==> src/rtl/fpmm_pkg.sv <==
// Package: shared operand classes for the minimum/maximum unit.
// Assumes a binary interchange encoding of the form {sign, exponent, mantissa}.
package fpmm_pkg;

    // Operand class. Ordinary numbers include infinities and subnormals.
    typedef enum logic [1:0] {
        CLS_NUM  = 2'd0,
        CLS_ZERO = 2'd1,
        CLS_QNAN = 2'd2,
        CLS_SNAN = 2'd3
    } fpmm_cls_e;

    // True for either NaN class.
    function automatic logic cls_is_nan(input fpmm_cls_e c);
        return (c == CLS_QNAN) || (c == CLS_SNAN);
    endfunction

endpackage

==> src/rtl/fpmm_classify.sv <==
// Module: fpmm_classify
// Sorts one operand into number, zero, quiet NaN or signaling NaN.
// Assumes the mantissa MSB is the quiet bit and that MAN_W >= 2.
module fpmm_classify
    import fpmm_pkg::*;
#(
    parameter int EXP_W = 8,
    parameter int MAN_W = 23
) (
    input  logic [EXP_W+MAN_W:0] value,
    output fpmm_cls_e            cls
);
    localparam int W = 1 + EXP_W + MAN_W;

    logic [EXP_W-1:0] exp_f;
    logic [MAN_W-1:0] man_f;

    assign exp_f = value[W-2 -: EXP_W];
    assign man_f = value[MAN_W-1:0];

    // Purpose: decode the exponent and mantissa fields into a class.
    always_comb begin
        if (&exp_f && (man_f != '0)) begin
            cls = man_f[MAN_W-1] ? CLS_QNAN : CLS_SNAN;
        end else if ((exp_f == '0) && (man_f == '0)) begin
            cls = CLS_ZERO;
        end else begin
            cls = CLS_NUM;
        end
    end
endmodule

==> src/rtl/fpmm_order.sv <==
// Module: fpmm_order
// Decides whether operand a orders strictly below operand b.
// Assumes neither operand is a NaN; the NaN cases are resolved downstream.
// Negative zero orders below positive zero.
module fpmm_order #(
    parameter int W = 32
) (
    input  logic [W-1:0] op_a,
    input  logic [W-1:0] op_b,
    output logic         a_below_b
);
    logic [W-1:0] key_a;
    logic [W-1:0] key_b;

    // Purpose: map sign-magnitude encodings onto keys that compare as unsigned.
    always_comb begin
        key_a = op_a[W-1] ? ~op_a : {1'b1, op_a[W-2:0]};
        key_b = op_b[W-1] ? ~op_b : {1'b1, op_b[W-2:0]};
    end

    // Purpose: one unsigned comparison settles the order.
    assign a_below_b = key_a < key_b;
endmodule

==> src/rtl/fpmm_pick.sv <==
// Module: fpmm_pick
// Applies the NaN rules and the min/max choice, and derives the invalid flag.
// Assumes the classes and the order bit come from fpmm_classify and fpmm_order.
module fpmm_pick
    import fpmm_pkg::*;
#(
    parameter int EXP_W = 8,
    parameter int MAN_W = 23
) (
    input  logic [EXP_W+MAN_W:0] op_a,
    input  logic [EXP_W+MAN_W:0] op_b,
    input  fpmm_cls_e            cls_a,
    input  fpmm_cls_e            cls_b,
    input  logic                 a_below_b,
    input  logic                 want_max,
    output logic [EXP_W+MAN_W:0] pick,
    output logic                 raise_nv
);
    localparam int W = 1 + EXP_W + MAN_W;
    localparam logic [W-1:0] CANON_NAN =
        {1'b0, {EXP_W{1'b1}}, 1'b1, {(MAN_W-1){1'b0}}};

    logic nan_a;
    logic nan_b;

    assign nan_a = cls_is_nan(cls_a);
    assign nan_b = cls_is_nan(cls_b);

    // Purpose: choose the canonical NaN, the non-NaN operand, or the ordered winner.
    always_comb begin
        if (nan_a && nan_b) begin
            pick = CANON_NAN;
        end else if (nan_a) begin
            pick = op_b;
        end else if (nan_b) begin
            pick = op_a;
        end else if (want_max) begin
            pick = a_below_b ? op_b : op_a;
        end else begin
            pick = a_below_b ? op_a : op_b;
        end
    end

    // Purpose: signaling NaNs raise invalid whatever the result is.
    assign raise_nv = (cls_a == CLS_SNAN) || (cls_b == CLS_SNAN);
endmodule

==> src/rtl/fp_minmax_unit.sv <==
// Module: fp_minmax_unit
// Top of the single-precision minimum/maximum unit. It classifies both
// operands, orders them, applies the NaN rules and registers the result
// and the invalid flag. Latency is one cycle. Reset is synchronous and
// active low.
module fp_minmax_unit
    import fpmm_pkg::*;
#(
    parameter int EXP_W = 8,
    parameter int MAN_W = 23
) (
    input  logic                 clk,
    input  logic                 rst_n,
    input  logic [EXP_W+MAN_W:0] in_a,
    input  logic [EXP_W+MAN_W:0] in_b,
    input  logic                 sel_max,
    output logic [EXP_W+MAN_W:0] result,
    output logic                 invalid
);
    localparam int W     = 1 + EXP_W + MAN_W;
    localparam int N_OPS = 2;

    logic [W-1:0] ops [N_OPS];
    fpmm_cls_e    cls [N_OPS];
    logic         a_below_b;
    logic [W-1:0] pick;
    logic         raise_nv;

    assign ops[0] = in_a;
    assign ops[1] = in_b;

    // One classifier per operand.
    for (genvar i = 0; i < N_OPS; i++) begin : g_cls
        fpmm_classify #(.EXP_W(EXP_W), .MAN_W(MAN_W)) u_cls (
            .value (ops[i]),
            .cls   (cls[i])
        );
    end

    fpmm_order #(.W(W)) u_order (
        .op_a      (in_a),
        .op_b      (in_b),
        .a_below_b (a_below_b)
    );

    fpmm_pick #(.EXP_W(EXP_W), .MAN_W(MAN_W)) u_pick (
        .op_a      (in_a),
        .op_b      (in_b),
        .cls_a     (cls[0]),
        .cls_b     (cls[1]),
        .a_below_b (a_below_b),
        .want_max  (sel_max),
        .pick      (pick),
        .raise_nv  (raise_nv)
    );

    // Purpose: output registers with synchronous active-low reset.
    always_ff @(posedge clk) begin
        if (!rst_n) begin
            result  <= '0;
            invalid <= 1'b0;
        end else begin
            result  <= pick;
            invalid <= raise_nv;
        end
    end
endmodule

==> config.mk <==
export PLATFORM = sky130hd
export DESIGN_NAME = fp_minmax_unit
export DESIGN_NICKNAME = d
export VERILOG_FILES = /design/src/rtl/fpmm_pkg.sv /design/src/rtl/fpmm_classify.sv /design/src/rtl/fpmm_order.sv /design/src/rtl/fpmm_pick.sv /design/src/rtl/fp_minmax_unit.sv
export SDC_FILE = /design/constraint.sdc
export NUM_CORES = 1
export LEC_CHECK = 0
export BUFFER_PORTS_ARGS = -buffer_cell sky130_fd_sc_hd__buf_2
export CORE_MARGIN = 5
export CORE_UTILIZATION = 45
export DETAILED_ROUTE_END_ITERATION = 8
export MAX_ROUTING_LAYER = met4
export PLACE_DENSITY_LB_ADDON = 0.2
export SLEW_MARGIN = 20
export SYNTH_ARGS = -nofsm -noshare
export SYNTH_HDL_FRONTEND = slang
export SYNTH_SLANG_ARGS = --single-unit
==> constraint.sdc <==
create_clock -name clk -period 7.6 [get_ports clk]
set_clock_uncertainty 0.2 [all_clocks]
set_input_delay 1.52 -clock clk [delete_from_list [all_inputs] [get_ports clk]]
set_output_delay 1.52 -clock clk [all_outputs]
set_load 0.1 [all_outputs]
[Word level (Yosys, flattened, before mapping)]
Index checks and enable logic that the tools add are counted.
Word-level totals
  register bits: 33
  bits of input ports: 67
  output and inout bits: 33
  logic and storage cells: 42
Cells by class
  order comparisons: 1
  equality and inequality tests: 4
  muxes and demuxes: 14
  bitwise gates (word level): 3
  reduce and logical (&&, ||, !) cells: 17
Operator list (number)
  32-bit two-way mux: 7
  32-bit inverter: 2
  23-bit zero test: 2
  23-bit nonzero test: 2
  32-bit less-than comparator: 1
  31-bit two-way mux: 1
  8-bit zero test: 2
  8-bit AND reduction: 2
  2-bit == test, second input constant: 4
  1-bit logical AND: 5
  1-bit two-way mux: 4
  2-bit two-way mux: 2
  1-bit logical OR: 3
  2-bit OR reduction: 1
  1-bit inverter: 1

[Depth between registers and ports, before layout]
Gate-level depths: netlist of the first run.
  depth after elaboration: 9
  depth in mapped cells: 12
  mapped depth without buffers: 9

[Cells and area by module]
Synthesis of the first run repeated with hierarchy kept, for this count alone.
Unflattened totals
  cells, all modules: 296
  area, all modules: 2791.4 sq um
Modules (own cells, without submodules)
  fpmm_order: times used 1, cells an instance 149, area an instance 1246.2 sq um, seq. area each 0.0 sq um
  fp_minmax_unit: times used 1, cells an instance 69, area an instance 923.4 sq um, seq. area each 660.6 sq um
  fpmm_pick: times used 1, cells an instance 44, area an instance 416.6 sq um, seq. area each 0.0 sq um
  fpmm_classify: times used 2, cells an instance 17, area an instance 102.6 sq um, seq. area each 0.0 sq um

[Least setup slack after synthesis of the first run]
OpenSTA, ideal clock, no wires.
  path kind: input to register
  from: in in_b[31]
  to: reg result[31]
  library setup time: 0.072 ns
  data arrival time: 3.988 ns
  required time: 7.328 ns
  slack: 3.340 ns
  cell stages on the path: 11
  path buffers: 3
  path through: buf_2 clkbuf_1 xnor2_1 ha_1 nand4_1 nor4_2 o211ai_1 and4b_1 nor3_4 buf_6 mux2i_1
On the way
  word-level cells in the longest chain between the ends: 7
  elaborated cells on any way between the ends: 8
  those cells by class: order compare: 1; mux: 6; bitwise: 1
RTL lines
  start, declared: line fp_minmax_unit.sv:15  | input logic [EXP_W+MAN_W:0] in_b,
  32-bit inverter: line fpmm_order.sv:18  | key_b = op_b[W-1] ? ~op_b : {1'b1, op_b[W-2:0]};
  32-bit two-way mux: line fpmm_order.sv:18
  32-bit less-than comparator: line fpmm_order.sv:22  | assign a_below_b = key_a < key_b;
  32-bit two-way mux (on tied branches): line fpmm_pick.sv:40, fpmm_pick.sv:38
  32-bit two-way mux: line fpmm_pick.sv:37  | end else if (want_max) begin
  32-bit two-way mux: line fpmm_pick.sv:35  | end else if (nan_b) begin
  32-bit two-way mux (*): line fpmm_pick.sv:33  | end else if (nan_a) begin
  end signal, assigned: line fp_minmax_unit.sv:63  | result <= pick;
  end, declared: line fp_minmax_unit.sv:17  | output logic [EXP_W+MAN_W:0] result,
Mark *: on every way between the ends. The rest lies on a longest branch, timed or not.
A chain may end at the register's enable or synchronous reset.

[Final worst setup path of the first run]
  from: in in_a[31]
  to: reg result[24]
On the way
  word-level cells in the longest chain between the ends: 8
  elaborated cells on any way between the ends: 9
  those cells by class: order compare: 1; mux: 7; bitwise: 1
RTL lines
  start, declared: line fp_minmax_unit.sv:14  | input logic [EXP_W+MAN_W:0] in_a,
  32-bit inverter: line fpmm_order.sv:17  | key_a = op_a[W-1] ? ~op_a : {1'b1, op_a[W-2:0]};
  32-bit two-way mux (*): line fpmm_order.sv:17
  32-bit less-than comparator (*): line fpmm_order.sv:22
  32-bit two-way mux (on tied branches): line fpmm_pick.sv:40, fpmm_pick.sv:38
  32-bit two-way mux (*): line fpmm_pick.sv:37
  32-bit two-way mux (*): line fpmm_pick.sv:35
  32-bit two-way mux (*): line fpmm_pick.sv:33
  31-bit two-way mux (*): line fpmm_pick.sv:31  | if (nan_a && nan_b) begin
Marks and branches as above.

==> metrics, run 1 <==
outcome=complete, no violations; Initial Util=0.4624; Min Hold Slack=1.302 ns; most frequent cell after synthesis=nand2_1; vias in the first global route=2534; Root Driver=clkbuf_8; die area=7743 sq um; Syn Area/Cell=8.555 sq um; CP Data Arrival Time=4.60 ns; Seq/Total Area, Yosys=0.2413; Placed Instances=478; Core ar.=5921 sq um; post-synthesis instance area=2738 sq um; CTS buffer count=5; Final HPWL DP=5456 um; ANT cells=0; Critical Path RT=7.61 ns; Die Y=88.00 um; post-CTS setup buffer count=0; type of origin of the critical path=input pin; Total Wirelength=6936 um; GPL Wtd Cong=0.8011; Via density=5.165; CP endpoint kind=register; worst relative slew slack=0.3830; count of input and output buffers=99; clk slew on worst S/H paths=0.07 ns; Leak=1.647 nW; Setup violations, final=0; post-DR wirelength/cell=14.30 um; Via Count=2505; f_max=217.9 MHz; layout cells sized above 1=0.2683; max_cap viols=0; VDD IR max=0.0001274 V; EDFF count, synth=0; Layout Cell Area excl Fill=3328 sq um; post-layout min period=4.589 ns; Mapped Cells=320; area growth from synthesis to layout=21.57%; Slew @ Worst Pin=0.9255 ns; initial antenna violation count=0; CTS H-tree depth=2; ys flop type=dfxtp_1; starting DRC count in detailed routing=108; Top-Level Pins=100; Final Util=0.5621; total negative slack=0 ns; post-route ant nets=0; CP max FO=33; CTS tree=built; Mapped Nets=418; CP Launch Point=in_a[31]; Yosys reg bits=33; cell row count=28; Worst Path Class, Setup=input pin to register; gr ovfl total=0; Area after DPL=3242 sq um; DIE WIDTH=88.00 um; top cells by area, synth=dfxtp_1, ha_1, mux2i_1; Synth async-reset ratio=0; RSZ-0062 raised after global routing=false; largest net degree at the start of global routing=34; Bufs on Longest Clock Path=2; Yosys cell types=35; final hold vios=0; first-pass GRT wire length=11490 um; drt pass-1 iters=4; Yosys warnings=0; CP endpoint=result[24]$_SDFF_PN0_; Hold-fix buffers, CTS=0; clock tree sinks=33; Power Dens Cells=205.0 nW/um^2; Final Max Tran Viols=0; commonest cells in the netlist=nand2_1, dfxtp_1; DRC Markers=0; Min-Delay Path Class=input pin to register; GRT Util Overall=0.1917; nets@finish=508; cts repair resizes=0; post-route clock period utilization=0.6038; post-synth top area share=0.2413; Non-Filler Instances=485; biggest area consumer among synthesized cells=dfxtp_1
-- per-layer routing --
metal / GRT usage / wire [um]
met1: 0.2376 / 3137
met2: 0.3116 / 3322
met3: 0.04610 / 416
met4: 0.05021 / 60
met5: - / 0
-- worst min-delay path by stage --
stage	from	end	slack, ns	depth (start not counted)
after floorplan	in_b[0]	result[0]$_SDFF_PP0_	1.46	2
after global placement	in_b[27]	result[27]$_SDFF_PN0_	1.60	3
after detailed placement	in_b[15]	result[15]$_SDFF_PP0_	1.60	3
after CTS	in_b[3]	result[3]$_SDFF_PP0_	1.30	3
after global routing	in_b[5]	result[5]$_SDFF_PP0_	1.30	3
final	in_b[3]	result[3]$_SDFF_PP0_	1.30	3
-- cell usage in the layout, fill, tap and decap left out, types with 6 or more instances in the layout --
cell / netlist / layout
buf_2: 2 / 99
nand2_1: 70 / 70
dfxtp_1: 33 / 33
xor2_1: 31 / 31
xnor2_1: 31 / 31
mux2i_1: 31 / 31
ha_1: 31 / 31
nand4_1: 11 / 11
nor4_1: 10 / 10
a21oi_1: 10 / 10
clkbuf_8: 0 / 6
-- worst max-delay path: stages --
cell,delay [ns]
buf_2,0.69
xor2_1,0.16
ha_1,0.35
nand4_1,0.17
nor4_2,0.35
o211ai_1,0.16
and4b_1,0.25
nor3_4,0.18
buf_4,0.48
mux2i_1,0.25
-- stage by stage --
| stage | worst slack, ns | power, mW |
|---|---|---|
| after floorplan | 3.340 | 0.4816 |
| after global placement | 2.749 | 0.5464 |
| after detailed placement | 2.697 | 0.5507 |
| after CTS | 3.000 | 0.6902 |
| after global routing | 2.732 | 0.7270 |
| final | 3.011 | 0.6822 |
-- layout make-up --
cell class | count | area [sq um]
Fill cell | 592 | 2592
Sequential cell | 33 | 660.6
Timing Repair Buffer | 101 | 510.5
Tap cell | 75 | 93.84
Inverter | 2 | 7.507
Multi-Input combinational cell | 267 | 1969
Clock buffer | 7 | 86.33
-- where the power goes --
group          switching [mW]  internal, mW
Clock                  0.0647        0.0719
Combinational           0.252        0.0968
Sequential            0.00422         0.193
-- cells by family after synthesis --
logic type | count (synthesis) | share of synthesized area
AND/OR/NAND/NOR | 108 | 0.1851
XOR/XNOR | 62 | 0.1984
AO/OA/AOI/OAI | 35 | 0.08089
flip-flops | 33 | 0.2413
multiplexers | 31 | 0.1133
adder cells (fa/ha/maj) | 31 | 0.1417
buffers and inverters | 20 | 0.03930
-- sequential cells by signal (all words and copies together) (netlist names) --
| signal | count |
|---|---|
| result | 32 |
| invalid | 1 |
Power figures use the tool's default switching activity.
==> run 2: changes to the inputs <==
==> constraint.sdc (replaced) <==
create_clock -name clk -period 4.4 [get_ports clk]
set_clock_uncertainty 0.2 [all_clocks]
set_input_delay 0.88 -clock clk [delete_from_list [all_inputs] [get_ports clk]]
set_output_delay 0.88 -clock clk [all_outputs]
set_load 0.1 [all_outputs]
==> run 2 against run 1 <==
Compared with the run above:
- final area grew 1.8%
- global-route usage shrank 0.19 points
- flip-flop and latch count is the same
- critical path depth grew 2
- utilization grew 1.0 points
- die area is the same
- critical endpoint is now result[7]$_SDFF_PP0_
- largest cell class unchanged
- highest routed layer unchanged
==> metrics, run 2 (synthesized netlist as in run 1, its figures left out) <==
Worst Path Class, Setup=input pin to register; Net Sw Power=0.5517 mW; max FFs per register=32; clock tree sinks=33; CTS tree=built; Initial Util=0.4624; gr ovfl total=0; power share of the clock group=0.197; GR Util met3=0.03857; CTS buffer count=5; ANT cells=0; Root Driver=clkbuf_8; post-route clock period utilization=0.7909; largest reg by FF count=result; share of total power in combinational logic=0.515; drt pass-1 iters=4; cts repair resizes=0; Min Hold Slack=0.6615 ns; Min-Delay Path Class=input pin to register; DIE WIDTH=88.00 um; count of input and output buffers=99; post-CTS setup buffer count=0; die area=7743 sq um; worst relative slew slack=0.6252; area growth from synthesis to layout=23.77%; CTS H-tree depth=2; f_max=287.4 MHz; top flop regs=result (32), invalid (1); outcome=complete, no violations; Final Max Tran Viols=0; total power=1.184 mW; GRT Util Overall=0.1898; CP max FO=32; Hold-fix buffers, CTS=0; most common cell after layout, fill and taps aside=buf_2; Final HPWL DP=5457 um; nets@finish=511; first-pass GRT wire length=11380 um; Core ar.=5921 sq um; Power Dens Cells=349.3 nW/um^2; Leak=1.676 nW; CP endpoint kind=register; post-layout min period=3.480 ns; most frequent cells in the layout=buf_2, nand2_1, dfxtp_1; Reg power frac=0.287; Top-Level Pins=100; Total Wirelength=6835 um; initial antenna violation count=0; VDD IR max=0.0001689 V; Int Power=0.6319 mW; post-route ant nets=0; GPL Wtd Cong=0.8418; cell row count=28; Sw Ratio=0.4661; post-DR wirelength/cell=14.01 um; Setup violations, final=0; Die Y=88.00 um; global routing usage on met2=0.3199; Via density=5.168; Placement Setup Slack=0.6115 ns; layout cells sized above 1=0.2736; DRC Markers=0; Final Util=0.5723; largest net degree at the start of global routing=34; fin worst setup slack=0.9202 ns; Via Count=2522; final hold vios=0; starting DRC count in detailed routing=71; Slew @ Worst Pin=0.5622 ns; Critical Path RT=4.40 ns; CP Data Arrival Time=3.48 ns; type of origin of the critical path=input pin; GR peak layer=met2; RSZ-0062 raised after global routing=false; clk slew on worst S/H paths=0.07 ns; vias in the first global route=2518; met1 global-route usage=0.2299; Bufs on Longest Clock Path=2; max_cap viols=0; total negative slack=0 ns
-- run 2: cell count changes in the layout (fill, tap and decap cells not counted) --
cell | previous run | this run
buf_12 | 0 | 3
-- run 2: path summary, 6_finish.rpt --
path / startpoint / end / cells after the start
hold / removal: in_b[27] / result[27]$_SDFF_PN0_ / 3
setup / recovery: in_b[31] / result[7]$_SDFF_PP0_ / 12
-- run 2: metrics by stage --
stage | instances | cell area (sq um)
finish | 488 | 3388
global route | 488 | 3388
CTS | 488 | 3388
detailed placement | 481 | 3302
global placement | 481 | 3302
floorplan | 320 | 2738
-- run 2: cell type report --
class,instances,area [sq um]
Timing Repair Buffer,104,570.5
Tap cell,75,93.84
Inverter,2,7.507
Multi-Input combinational cell,267,1969
Fill cell,574,2532
Sequential cell,33,660.6
Clock buffer,7,86.33
-- run 2: per-layer routing --
metal,vias to the layer above,routed length (um)
li1,1302,-
met2,56,3293
met5,-,0
met4,0,76
met1,1158,3081
met3,6,383
-- run 2: critical path, stage by stage --
cell,delay [ns]
buf_2,0.33
buf_4,0.28
xnor2_1,0.13
ha_1,0.26
and2_1,0.17
a221oi_1,0.29
o22ai_1,0.12
o21ai_1,0.15
a21oi_1,0.13
nor3_4,0.21
buf_12,0.26
mux2i_1,0.23
-- run 2: power groups by stage --
stage	clock (mW)	sequential (mW)	combinational, mW
3_5_place_dp	0	0.347	0.610
6_report	0.234	0.340	0.610
4_1_cts	0.242	0.340	0.614
3_3_place_gp	0	0.347	0.605
2_1_floorplan	0	0.602	0.230
5_1_grt	0.258	0.344	0.655
